[src/rtl/atr_pkg.sv]
package atr_pkg;
    typedef enum logic [1:0] {
        ST_IDLE   = 2'd0,
        ST_HOLD   = 2'd1,
        ST_STREAM = 2'd2,
        ST_LOCK   = 2'd3
    } atr_state_e;
endpackage

[src/rtl/atr_sync.sv]
module atr_sync #(
    parameter int          N       = 4,
    parameter logic [N-1:0] RST_VAL = '0
) (
    input  logic         clk,
    input  logic         rst_n,
    input  logic [N-1:0] pin_i,
    output logic [N-1:0] lvl_o,
    output logic [N-1:0] rise_o,
    output logic [N-1:0] fall_o
);
    for (genvar g = 0; g < N; g++) begin : g_bit
        logic s1_q, s2_q, s3_q;
        always_ff @(posedge clk or negedge rst_n) begin
            if (!rst_n) begin
                s1_q <= RST_VAL[g];
                s2_q <= RST_VAL[g];
                s3_q <= RST_VAL[g];
            end else begin
                s1_q <= pin_i[g];
                s2_q <= s1_q;
                s3_q <= s2_q;
            end
        end
        assign lvl_o[g]  = s2_q;
        assign rise_o[g] = s2_q & ~s3_q;
        assign fall_o[g] = ~s2_q & s3_q;
    end
endmodule

[src/rtl/atr_pattern.sv]
module atr_pattern #(
    parameter int                  ATR_BITS = 32,
    parameter logic [ATR_BITS-1:0] ATR_WORD = 32'h55AA0019,
    localparam int                 IDX_W    = $clog2(ATR_BITS)
) (
    input  logic [IDX_W-1:0] idx_i,
    output logic             bit_o
);
    // word bit k = byte k/8, bit k%8: low byte goes out first, LSB first
    assign bit_o = ATR_WORD[idx_i];
endmodule

[src/rtl/atr_stream.sv]
module atr_stream #(
    parameter int                  ATR_BITS = 32,
    parameter logic [ATR_BITS-1:0] ATR_WORD = 32'h55AA0019,
    localparam int                 IDX_W    = $clog2(ATR_BITS),
    localparam logic [IDX_W-1:0]   IDX_LAST = IDX_W'(ATR_BITS - 1)
) (
    input  logic clk,
    input  logic rst_n,
    input  logic cs_n,
    input  logic rst_pin,
    input  logic scl,
    input  logic sda_in,
    input  logic nv_busy,
    output logic sda_out,
    output logic sda_oe
);
    import atr_pkg::*;

    localparam int PIN_SCL = 0;
    localparam int PIN_RST = 1;
    localparam int PIN_CS  = 2;
    localparam int PIN_SDA = 3;

    typedef struct packed {
        atr_state_e       state;
        logic [IDX_W-1:0] idx;
    } atr_regs_t;

    logic [3:0] pin_lvl, pin_rise, pin_fall;
    logic       cs_hi, rst_rise, rst_fall, scl_fall, stop_seen;
    logic       pat_bit;
    atr_regs_t  d, q;

    atr_sync #(.N(4), .RST_VAL(4'b1100)) u_sync (
        .clk    (clk),
        .rst_n  (rst_n),
        .pin_i  ({sda_in, cs_n, rst_pin, scl}),
        .lvl_o  (pin_lvl),
        .rise_o (pin_rise),
        .fall_o (pin_fall)
    );

    assign cs_hi     = pin_lvl[PIN_CS];
    assign rst_rise  = pin_rise[PIN_RST];
    assign rst_fall  = pin_fall[PIN_RST];
    assign scl_fall  = pin_fall[PIN_SCL];
    assign stop_seen = pin_rise[PIN_SDA] & pin_lvl[PIN_SCL];

    atr_pattern #(.ATR_BITS(ATR_BITS), .ATR_WORD(ATR_WORD)) u_pat (
        .idx_i (q.idx),
        .bit_o (pat_bit)
    );

    always_comb begin
        d = q;
        unique case (q.state)
            ST_IDLE: begin
                if (!cs_hi && rst_rise && !nv_busy) d.state = ST_HOLD;
            end
            ST_HOLD: begin
                if (cs_hi) begin
                    d.state = ST_IDLE;
                end else if (rst_fall) begin
                    d.state = ST_STREAM;
                    d.idx   = '0;
                end
            end
            ST_STREAM: begin
                if (cs_hi) begin
                    d.state = ST_IDLE;
                end else if (rst_rise) begin
                    d.state = ST_LOCK;
                end else if (scl_fall) begin
                    d.idx = (q.idx == IDX_LAST) ? '0 : q.idx + 1'b1;
                end
            end
            ST_LOCK: begin
                if (cs_hi || stop_seen) d.state = ST_IDLE;
            end
            default: d.state = ST_IDLE;
        endcase
    end

    always_ff @(posedge clk or negedge rst_n) begin
        if (!rst_n) begin
            q <= '{state: ST_IDLE, idx: '0};
        end else begin
            q <= d;
        end
    end

    assign sda_oe  = (q.state == ST_STREAM);
    assign sda_out = sda_oe ? pat_bit : 1'b1;
endmodule

[config.mk]
export PLATFORM = sky130hd
export DESIGN_NAME = atr_stream
export DESIGN_NICKNAME = d
export VERILOG_FILES = /design/src/rtl/atr_pkg.sv /design/src/rtl/atr_sync.sv /design/src/rtl/atr_pattern.sv /design/src/rtl/atr_stream.sv
export SDC_FILE = /design/constraint.sdc
export NUM_CORES = 1
export LEC_CHECK = 0
export ABC_AREA = 1
export BUFFER_PORTS_ARGS = -buffer_cell sky130_fd_sc_hd__clkbuf_2
export CORE_MARGIN = 3
export CORE_UTILIZATION = 41
export DETAILED_ROUTE_END_ITERATION = 8
export PLACE_DENSITY = 0.66
export SLEW_MARGIN = 20
export SYNTH_ARGS = -nofsm -noshare
export SYNTH_HDL_FRONTEND = slang
export SYNTH_HIERARCHICAL = 1
export SYNTH_SLANG_ARGS = --single-unit
[constraint.sdc]
create_clock -name clk -period 2.4 [get_ports clk]
set_clock_uncertainty 0.2 [all_clocks]
set_input_delay 0 -clock clk [delete_from_list [all_inputs] [get_ports clk]]
set_output_delay 0 -clock clk [all_outputs]
set_load 0.01 [all_outputs]
==> out/qor.tcl, run 1 <==
set qor(max-slew-margin-rel_pct) 60.3
set qor(final_cell_mix) {nand2_1 (32), inv_1 (15), dfrtp_1 (13)}
set qor(worst-slew-pin-transition_ns) 0.594
set qor(finalCritPeriodShare_pct) 77.9
set qor(buffering_stage_count_on_the_worst_path_with_inverters_included) 2
set qor(dpl_hpwl_mm) 1.06
set qor(grt_setup_unrepaired) {false}
set qor(via_per_inst) 4.70
set qor(clockPowerShare_pct) 22.4
set qor(finish.net_count) 137
set qor(post-layout-total-power_uw) 804
set qor(power_frac_seq_pct) 46.1
set qor(arrival_ns) 1.67
set qor(syn_inst_count) 109
set qor(post_cts.repair.setup_buffers) 0
set qor(power.net_switching_uw) 289
set qor(power_report.internal_total_uw) 515
set qor(placed_cells) 142
set qor(grt-ovfl-total) 0
set qor(vias) 719
set qor(initial_core_util_pct) 44.6
set qor(static-leakage-power_uw) 0.000540
set qor(synthesis.area_per_instance_um2) 8.28
set qor(totalNegativeSetupSlack_ns) 0
set qor(clk_path_buf_depth) 2
set qor(area_growth_syn_to_layout_pct) 18.3
set qor(critical_path.endpoint_type) {output port}
set qor(hold_path.class) {in2async}
set qor(worstPathCellList) {inv_1 > ha_1 > nand2_1 > nand3_1 > nand2_1 > or2_2 > clkbuf_2}
set qor(standard_cell_core_area_um2) 2020
set qor(ioPinCount) 9
set qor(final_antenna_net_count) 0
set qor(critPathMaxFanout) 7
set qor(area_occupied_by_multi_input_gates_um2) 363
set qor(crit_path_frequent_cell) {nand2_1}
set qor(buffer_ports.inserted) 8
set qor(power_density_nw_per_um2) 753
set qor(required_ns) 2.20
set qor(detailedRoute.firstIterationViolations) 11
set qor(layout.cells.non_filler) 153
set qor(rr_startpoint) {q[0]}
set qor(router_iterations_before_antenna_repair) 4
set qor(synth_area_um2) 902
set qor(yosysWarningCount) 6
set qor(final_common_cell) {nand2_1}
set qor(antenna_cells) 0
set qor(cts-htree-levels) 1
set qor(timing.critical_path.from) {q[0]}
set qor(chipWidth_um) 52.9
set qor(timing.critical_path.from_type) {flop}
set qor(tritoncts_clock_tree) {done}
set qor(pin_count_of_the_biggest_net_entering_global_routing) 14
set qor(post_cts.resized_instances) 0
set qor(numCtsBuffers) 3
set qor(clock_insertion_delay_worst_skew_ns) 0.29
set qor(gp_congestion) 0.804
set qor(clock_sink_count) 18
set qor(timing.final.crit_period_ns) 1.87
set qor(cts.root.buffer_cell) {clkbuf_4}
set qor(vdd_drop_max_v) 0.000405
set qor(clock.fmax_ghz) 0.535
set qor(fillerInstances) 191
set qor(timing_hold_violations_final) 0
set qor(synth_nets) 119
set qor(floorplan.die_area_um2) 2800
set qor(share_comb_of_total_power_pct) 31.5
set qor(clk_transition_reported_paths_ns) 0.10
set qor(seqCellArea_um2) 457
set qor(floorplan.rows) 16
set qor(wl_mm) 1.41
set qor(report.final.slew_viol_count) 0
set qor(path_delay_family) {flip-flops}
set qor(swShare_pct) 36.0
set qor(via_count_of_the_first_global_routing_pass) 645
set qor(drive_above_1_share_pct) 22.2
set qor(max_stage_delay_ns) 0.46
set qor(post-route-drc-count) 0
set qor(grt_usage_pct) 12.8
set qor(detail_route.wl_per_cell_um) 9.22
set qor(worst_path_max_delay_cell) {dfrtp_1}
set qor(setup-violations-final) 0
set qor(quantity_of_hold_fixing_buffers_added_after_cts) 7
set qor(height_of_the_chip_um) 52.9
set qor(total_of_max_cap_violations) 0
set qor(grt_antenna_before_repair) 0
set qor(worst-setup-path-type) {reg2out}
set qor(outcome) {finished clean}
set qor(first_pass_grt_wire_length_mm) 2.60
-- flip-flops by register name, summed over array words and instances, names as in the netlist --
name	count
u_sync/g_bit.s3_q	3
u_sync/g_bit.s2_q	4
u_sync/g_bit.s1_q	4
q	7
-- stage by stage --
step | hold WS, ns | area (um^2) | setup WS, ns | utilization [%]
after floorplan | -0.496 | 902 | 0.918 | -
after global placement | -0.234 | 961 | 0.867 | 47.5
after detailed placement | -0.238 | 961 | 0.828 | 47.5
after CTS | 0.0412 | 1070 | 0.503 | 52.8
after global routing | 0.0752 | 1070 | 0.406 | 52.8
final | 0.0443 | 1070 | 0.531 | 52.8
-- metal layers --
layer | share of wire (%) | global-route usage (%) | up-vias
met5 | 0 | 0 | -
met4 | 0.57 | 7.23 | 0
met3 | 6.5 | 2.82 | 2
met2 | 47 | 20.5 | 24
met1 | 46 | 15.8 | 328
li1 | - | - | 365
-- final cells by class --
cell class              count  area share [%]
repair buffers             15            10.3
well taps                  27            3.17
multi-input cells          71            34.0
inverters                  18            6.33
clock buffers               4            3.40
flip-flops and latches     18            42.8
-- worst register-to-register path, cell delays in order (launching register included) --
cell and delay (ns):
dfrtp_1 0.46, ha_1 0.24, nand2_1 0.09, nor2_1 0.05
ha_1 0.16, inv_1 0.07, nand2_1 0.07, a21oi_1 0.11
nand2_1 0.06, nand2_1 0.05
-- path summary, 6_finish.rpt --
check / end / cells past startpoint / slack, ns
setup / recovery: sda_out / 7 / 0.53
setup reg to reg: q[3] / 9 / 0.80
hold / removal: u_sync/g_bit[2].s1_q / 2 / 0.04
max in group asynchronous: u_sync/g_bit[0].s1_q / 3 / 0.93
hold reg to reg: u_sync/g_bit[1].s2_q / 0 / 0.16
min in group clk: u_sync/g_bit[2].s1_q / 2 / 0.13
-- power groups by stage --
stage                     Sequential (uW)  Combinational, uW  Clock (uW)
final                                 371                253         180
after global routing                  374                285         205
after CTS                             371                258         191
after detailed placement              376                247           0
after global placement                375                239           0
after floorplan                       366                196           0
Note: power is estimated with default switching activity, not from simulation.
==> run 2: changes to the inputs <==
==> constraint.sdc (replaced) <==
create_clock -name clk -period 1.75 [get_ports clk]
set_clock_uncertainty 0.2 [all_clocks]
set_input_delay 0 -clock clk [delete_from_list [all_inputs] [get_ports clk]]
set_output_delay 0 -clock clk [all_outputs]
set_load 0.01 [all_outputs]
==> out/qor.tcl, run 2 (synthesis results as in run 1) <==
set qor(outcome) {finished clean}
set qor(dpl_hpwl_mm) 1.06 ;# unchanged
set qor(clk_path_buf_depth) 2 ;# unchanged
set qor(gp_congestion) 0.804 ;# unchanged
set qor(floorplan.rows) 16 ;# unchanged
set qor(worst-slew-pin-transition_ns) 0.599 ;# +0.00517 ns
set qor(postPlaceCellArea_um2) 961 ;# unchanged
set qor(final_cell_area_um2) 1110 ;# +4.1%
set qor(drive_above_1_share_pct) 28.7 ;# +6.5 points
set qor(rr_startpoint) {q[0]}
set qor(power_density_nw_per_um2) 1010 ;# +35%
set qor(seqCellArea_um2) 458 ;# +0.27%
set qor(cts-htree-levels) 1 ;# unchanged
set qor(final_common_cell) {nand2_1}
set qor(critical_r2r_capture) {q[0]}
set qor(via_count_of_the_first_global_routing_pass) 656 ;# +1.7%
set qor(post-layout-total-power_uw) 1130 ;# +40%
set qor(clk_transition_reported_paths_ns) 0.10 ;# about the same
set qor(totalNegativeSetupSlack_ns) 0 ;# unchanged
set qor(worst_r2r_path_depth) 10 ;# +1
set qor(area_growth_syn_to_layout_pct) 23.2
set qor(clock.fmax_ghz) 0.604
set qor(clock_insertion_delay_worst_skew_ns) 0.29 ;# about the same
set qor(hold_ws_ns) 0.0443 ;# +0.00000200 ns
set qor(chipWidth_um) 52.9 ;# unchanged
set qor(clockPowerShare_pct) 22.0 ;# -0.4 points
set qor(total_of_max_cap_violations) 0 ;# unchanged
set qor(floorplan.die_area_um2) 2800 ;# unchanged
set qor(critical_path.endpoint_type) {output port}
set qor(cts.root.buffer_cell) {clkbuf_4}
set qor(hold_path.class) {in2async}
set qor(timing.reg2reg.setup_slack_ns) 0.10 ;# -0.70 ns
set qor(grt_antenna_before_repair) 0 ;# unchanged
set qor(ioPinCount) 9 ;# unchanged
set qor(share_comb_of_total_power_pct) 33.3 ;# +1.8 points
set qor(fillerInstances) 186 ;# -2.6%
set qor(required_ns) 1.55 ;# -0.65 ns
set qor(final_cell_mix) {nand2_1 (31), inv_1 (14), dfrtp_1 (12)}
set qor(biggest_register) {q}
set qor(tritoncts_clock_tree) {done}
set qor(static-leakage-power_uw) 0.000553 ;# +2.4%
set qor(critPathMaxFanout) 2 ;# -5
set qor(numCtsBuffers) 3 ;# unchanged
set qor(wl_mm) 1.50 ;# +6.4%
set qor(vias) 735 ;# +2.2%
set qor(area_occupied_by_multi_input_gates_um2) 377 ;# +3.8%
set qor(worst-setup-path-type) {reg2out}
set qor(finalCritPeriodShare_pct) 94.6
set qor(largest_reg_flops) 7 ;# unchanged
set qor(finish.net_count) 140 ;# +2.2%
set qor(timing_hold_violations_final) 0 ;# unchanged
set qor(first_pass_grt_wire_length_mm) 2.68 ;# +2.9%
set qor(report.final.slew_viol_count) 0 ;# unchanged
set qor(via_per_inst) 4.71 ;# +0.26%
set qor(arrival_ns) 1.46 ;# -0.21 ns
set qor(largestRegisters) {q x7, u_sync/g_bit.s1_q x4, u_sync/g_bit.s2_q x4}
set qor(max-slew-margin-rel_pct) 59.9 ;# -0.35 points
set qor(grt_usage_pct) 13.2 ;# +0.42 points
set qor(final_core_utilization_pct) 55.0 ;# +2.2 points
set qor(buffer_ports.inserted) 8 ;# unchanged
set qor(post-route-drc-count) 0 ;# unchanged
set qor(antenna_cells) 0 ;# unchanged
set qor(vdd_drop_max_v) 0.000557 ;# +38%
set qor(detail_route.wl_per_cell_um) 9.62 ;# +4.3%
set qor(detailedRoute.firstIterationViolations) 10 ;# -1
set qor(power_frac_seq_pct) 44.7 ;# -1.4 points
set qor(timing.final.crit_period_ns) 1.66
set qor(timing.critical_path.from_type) {flop}
set qor(final_antenna_net_count) 0 ;# unchanged
set qor(swShare_pct) 36.2 ;# +0.21 points
set qor(standard_cell_core_area_um2) 2020 ;# unchanged
set qor(grt-ovfl-total) 0 ;# unchanged
set qor(power_report.internal_total_uw) 720 ;# +40%
set qor(clock_sink_count) 18 ;# unchanged
set qor(initial_core_util_pct) 44.6 ;# unchanged
set qor(power.net_switching_uw) 408 ;# +41%
set qor(grt_setup_unrepaired) {true}
set qor(height_of_the_chip_um) 52.9 ;# unchanged
set qor(router_iterations_before_antenna_repair) 4 ;# unchanged
set qor(setup-violations-final) 0 ;# unchanged
set qor(pin_count_of_the_biggest_net_entering_global_routing) 14 ;# unchanged
==> run 2: timing repair <==
action	in CTS	in global routing
gates cloned	0	0
pin swaps	2	5
setup buffers	2	1
hold buffers	7	0
gates resized for setup	1	8
endpoints found under the setup margin	1	3
hold endpoints to repair	24	0
==> run 2: power by group through the flow <==
| stage | Clock [uW] | Sequential [uW] | Combinational (uW) |
|---|---|---|---|
| after floorplan | 0 | 503 | 268 |
| after global placement | 0 | 514 | 328 |
| after detailed placement | 0 | 516 | 339 |
| after CTS | 262 | 504 | 366 |
| after global routing | 281 | 508 | 419 |
| final | 248 | 504 | 376 |
==> run 2: critical path: stages (launching register included) <==
cell and delay (ns):
dfrtp_1 0.38, inv_1 0.05, ha_1 0.26, nand2_1 0.04, nand3_1 0.05, nand2_1 0.05
or2_4 0.22, buf_6 0.12
==> run 2: cell type report <==
class,instances,share of cell area (%)
inverters,18,6.08
repair buffers,18,12.5
flip-flops and latches,18,41.2
clock buffers,4,3.27
multi-input cells,71,33.9
well taps,27,3.04
==> run 2: metal layers <==
metal  share of wire [%]  global-route usage, %
met3                 5.0                   2.82
met4                0.53                   6.81
met1                  47                   16.7
met2                  47                   21.1
met5                   0                      0
==> run 2: metrics by stage <==
step / worst slack, ns / instances
finish: 0.0945 / 156
global route: -0.0158 / 156
CTS: 0.00156 / 155
detailed placement: 0.178 / 142
global placement: 0.217 / 142
floorplan: 0.268 / 109
==> run 2: worst max path at each step <==
| stage | cells past startpoint | end | startpoint | slack (ns) |
|---|---|---|---|---|
| floorplan | 9 | q[3] | q[0] | 0.27 |
| global placement | 7 | sda_out | q[0] | 0.22 |
| detailed placement | 9 | q[3] | q[0] | 0.18 |
| CTS | 7 | sda_out | q[1] | 0.002 |
| global route | 7 | sda_out | q[1] | -0.02 |
| finish | 7 | sda_out | q[1] | 0.09 |
==> run 3: changes to the inputs <==
--- a/config.mk
+++ b/config.mk
@@ -8,9 +8,11 @@
 export ABC_AREA = 1
 export BUFFER_PORTS_ARGS = -buffer_cell sky130_fd_sc_hd__clkbuf_2
 export CORE_MARGIN = 3
-export CORE_UTILIZATION = 41
+export CORE_UTILIZATION = 56
 export DETAILED_ROUTE_END_ITERATION = 8
-export PLACE_DENSITY = 0.66
+export PLACE_DENSITY = 0.83
+export SETUP_SLACK_MARGIN = 0.4
+export SKIP_CTS_REPAIR_TIMING = 1
 export SLEW_MARGIN = 20
 export SYNTH_ARGS = -nofsm -noshare
 export SYNTH_HDL_FRONTEND = slang
==> out/qor.tcl, run 3 (synthesis results as in run 1) <==
set qor(arrival_ns) 1.90 ;# +0.44 ns
set qor(vdd_drop_max_v) 0.000753 ;# +35%
set qor(setup-violations-final) 5 ;# +5
set qor(clock_sink_count) 18 ;# unchanged
set qor(standard_cell_core_area_um2) 1400 ;# -31%
set qor(dpl_hpwl_mm) 1.28 ;# +21%
set qor(detail_route.wl_per_cell_um) 18.1 ;# +88%
set qor(post-route-drc-count) 0 ;# unchanged
set qor(required_ns) 1.81 ;# +0.26 ns
set qor(grt_usage_pct) 19.6 ;# +6.4 points
set qor(power.net_switching_uw) 537 ;# +32%
set qor(clk_path_buf_depth) 2 ;# unchanged
set qor(hold_path.class) {in2reg}
set qor(worst-slew-pin-transition_ns) 0.445 ;# -0.154 ns
set qor(router_iterations_before_antenna_repair) 4 ;# unchanged
set qor(clk_transition_reported_paths_ns) 0.12 ;# +0.02 ns
set qor(clockPowerShare_pct) 19.3 ;# -2.7 points
set qor(clock.fmax_ghz) 0.544 ;# -9.9%
set qor(final_cell_mix) {nand2_1 (27), inv_2 (10), dfrtp_1 (9), buf_4 (9)}
set qor(floorplan.rows) 13 ;# -3
set qor(power_density_nw_per_um2) 1080 ;# +6.4%
set qor(swShare_pct) 39.1 ;# +2.9 points
set qor(clock_insertion_delay_worst_skew_ns) 0.32 ;# +0.03 ns
set qor(vias) 882 ;# +20%
set qor(power_report.internal_total_uw) 835 ;# +16%
set qor(power_frac_seq_pct) 37.6 ;# -7.1 points
set qor(initial_core_util_pct) 64.5 ;# +20 points
set qor(post-layout-total-power_uw) 1370 ;# +22%
set qor(via_count_of_the_first_global_routing_pass) 714 ;# +8.8%
set qor(fillerInstances) 61 ;# -67%
set qor(floorplan.die_area_um2) 2130 ;# -24%
set qor(timing.critical_path.from_type) {flop}
set qor(critical_path.endpoint_type) {flop}
set qor(grt_setup_unrepaired) {true}
set qor(cts.root.buffer_cell) {clkbuf_4}
set qor(cts-htree-levels) 1 ;# unchanged
set qor(chipWidth_um) 46.1 ;# -13%
set qor(tritoncts_clock_tree) {done}
set qor(timing.final.crit_period_ns) 1.84 ;# +0.183 ns
set qor(grt-ovfl-total) 0 ;# unchanged
set qor(layout.cells.non_filler) 152 ;# -2.6%
set qor(timing_hold_violations_final) 0 ;# unchanged
set qor(worst-setup-path-type) {reg2reg}
set qor(buffer_ports.inserted) 8 ;# unchanged
set qor(drive_above_1_share_pct) 51.8 ;# +23 points
set qor(wl_mm) 2.75 ;# +83%
set qor(area_growth_syn_to_layout_pct) 40.9
set qor(violations) {setup timing}
set qor(final.setup.worst_slack_ns) -0.0881 ;# -0.183 ns
set qor(totalNegativeSetupSlack_ns) -0.196 ;# -0.196 ns
set qor(first_pass_grt_wire_length_mm) 2.89 ;# +8.0%
set qor(grt_antenna_before_repair) 0 ;# unchanged
set qor(finish.net_count) 148 ;# +5.7%
set qor(final_antenna_net_count) 0 ;# unchanged
set qor(largestRegisters) {q x7, u_sync/g_bit.s1_q x4, u_sync/g_bit.s2_q x4}
set qor(final_common_cell) {nand2_1}
set qor(finalCritPeriodShare_pct) 105 ;# +10 points
set qor(total_of_max_cap_violations) 0 ;# unchanged
set qor(antenna_cells) 0 ;# unchanged
set qor(ioPinCount) 9 ;# unchanged
set qor(outcome) {finished, violations left}
set qor(detailedRoute.firstIterationViolations) 32 ;# +22
set qor(share_comb_of_total_power_pct) 43.0 ;# +9.7 points
set qor(critPathMaxFanout) 4 ;# +2
set qor(via_per_inst) 5.80 ;# +23%
set qor(numCtsBuffers) 3 ;# unchanged
set qor(dp_slack_ns) 0.136 ;# -0.0420 ns
set qor(static-leakage-power_uw) 0.000619 ;# +12%
set qor(height_of_the_chip_um) 46.1 ;# -13%
set qor(report.final.slew_viol_count) 0 ;# unchanged
set qor(pin_count_of_the_biggest_net_entering_global_routing) 19 ;# +5
set qor(gp_congestion) 0.889 ;# +11%
set qor(biggest_register) {q}
set qor(placed_cells) 130 ;# -8.5%
set qor(largest_reg_flops) 7 ;# unchanged
set qor(max-slew-margin-rel_pct) 70.3 ;# +10 points
[run 3: per-layer routing]
| metal | part of all wire, % | track usage [%] | wire [um] | vias up |
|---|---|---|---|---|
| met5 | 0 | 0 | 0 | - |
| met4 | 3.4 | 6.82 | 94 | 0 |
| met3 | 5.9 | 7.03 | 161 | 18 |
| met2 | 50 | 33.2 | 1380 | 50 |
| met1 | 41 | 22.7 | 1110 | 421 |
| li1 | - | - | - | 393 |
[run 3: layout make-up]
| cell class | count | area [um^2] | share of cell area [%] |
|---|---|---|---|
| Multi-Input combinational cell | 71 | 472 | 37.1 |
| Sequential cell | 18 | 462 | 36.3 |
| Timing Repair Buffer | 26 | 213 | 16.7 |
| Inverter | 18 | 70.1 | 5.51 |
| Clock buffer | 4 | 36.3 | 2.85 |
| Tap cell | 15 | 18.8 | 1.48 |
[run 3: worst paths after layout]
path	from	to	slack, ns	cells after the start
max	q[0]	q[2]	-0.09	11
min	cs_n	u_sync/g_bit[2].s1_q	0.13	2
max reg2reg	q[0]	q[2]	-0.09	11
min reg2reg	u_sync/g_bit[2].s1_q	u_sync/g_bit[2].s2_q	0.13	0
max in group asynchronous	rst_n	u_sync/g_bit[2].s1_q	0.46	3
min in group asynchronous	rst_n	q[6]	0.52	3
[run 3: through the flow]
| step | util [%] | cell area [um^2] | hold WS, ns |
|---|---|---|---|
| 6_report | 90.9 | 1270 | 0.134 |
| 5_1_grt | 90.9 | 1270 | 0.123 |
| 4_1_cts | 70.4 | 985 | -0.574 |
| 3_5_place_dp | 67.8 | 948 | -0.239 |
| 3_3_place_gp | 67.8 | 948 | -0.246 |
| 2_1_floorplan | - | 905 | -0.496 |
[run 3: critical path, stage by stage, from the launching register on]
cell	delay, ns
dfrtp_2	0.47
buf_6	0.14
buf_6	0.11
ha_4	0.16
nand2_4	0.08
nor2_4	0.04
ha_4	0.16
inv_2	0.07
nand3_2	0.07
nor2_2	0.12
nand2_1	0.07
nand2_1	0.09
[run 3: power by group through the flow]
| stage | Sequential, uW | Clock, uW | Combinational (uW) |
|---|---|---|---|
| floorplan | 503 | 0 | 269 |
| global placement | 513 | 0 | 329 |
| detailed placement | 517 | 0 | 342 |
| CTS | 509 | 266 | 344 |
| global route | 519 | 292 | 626 |
| finish | 516 | 265 | 591 |
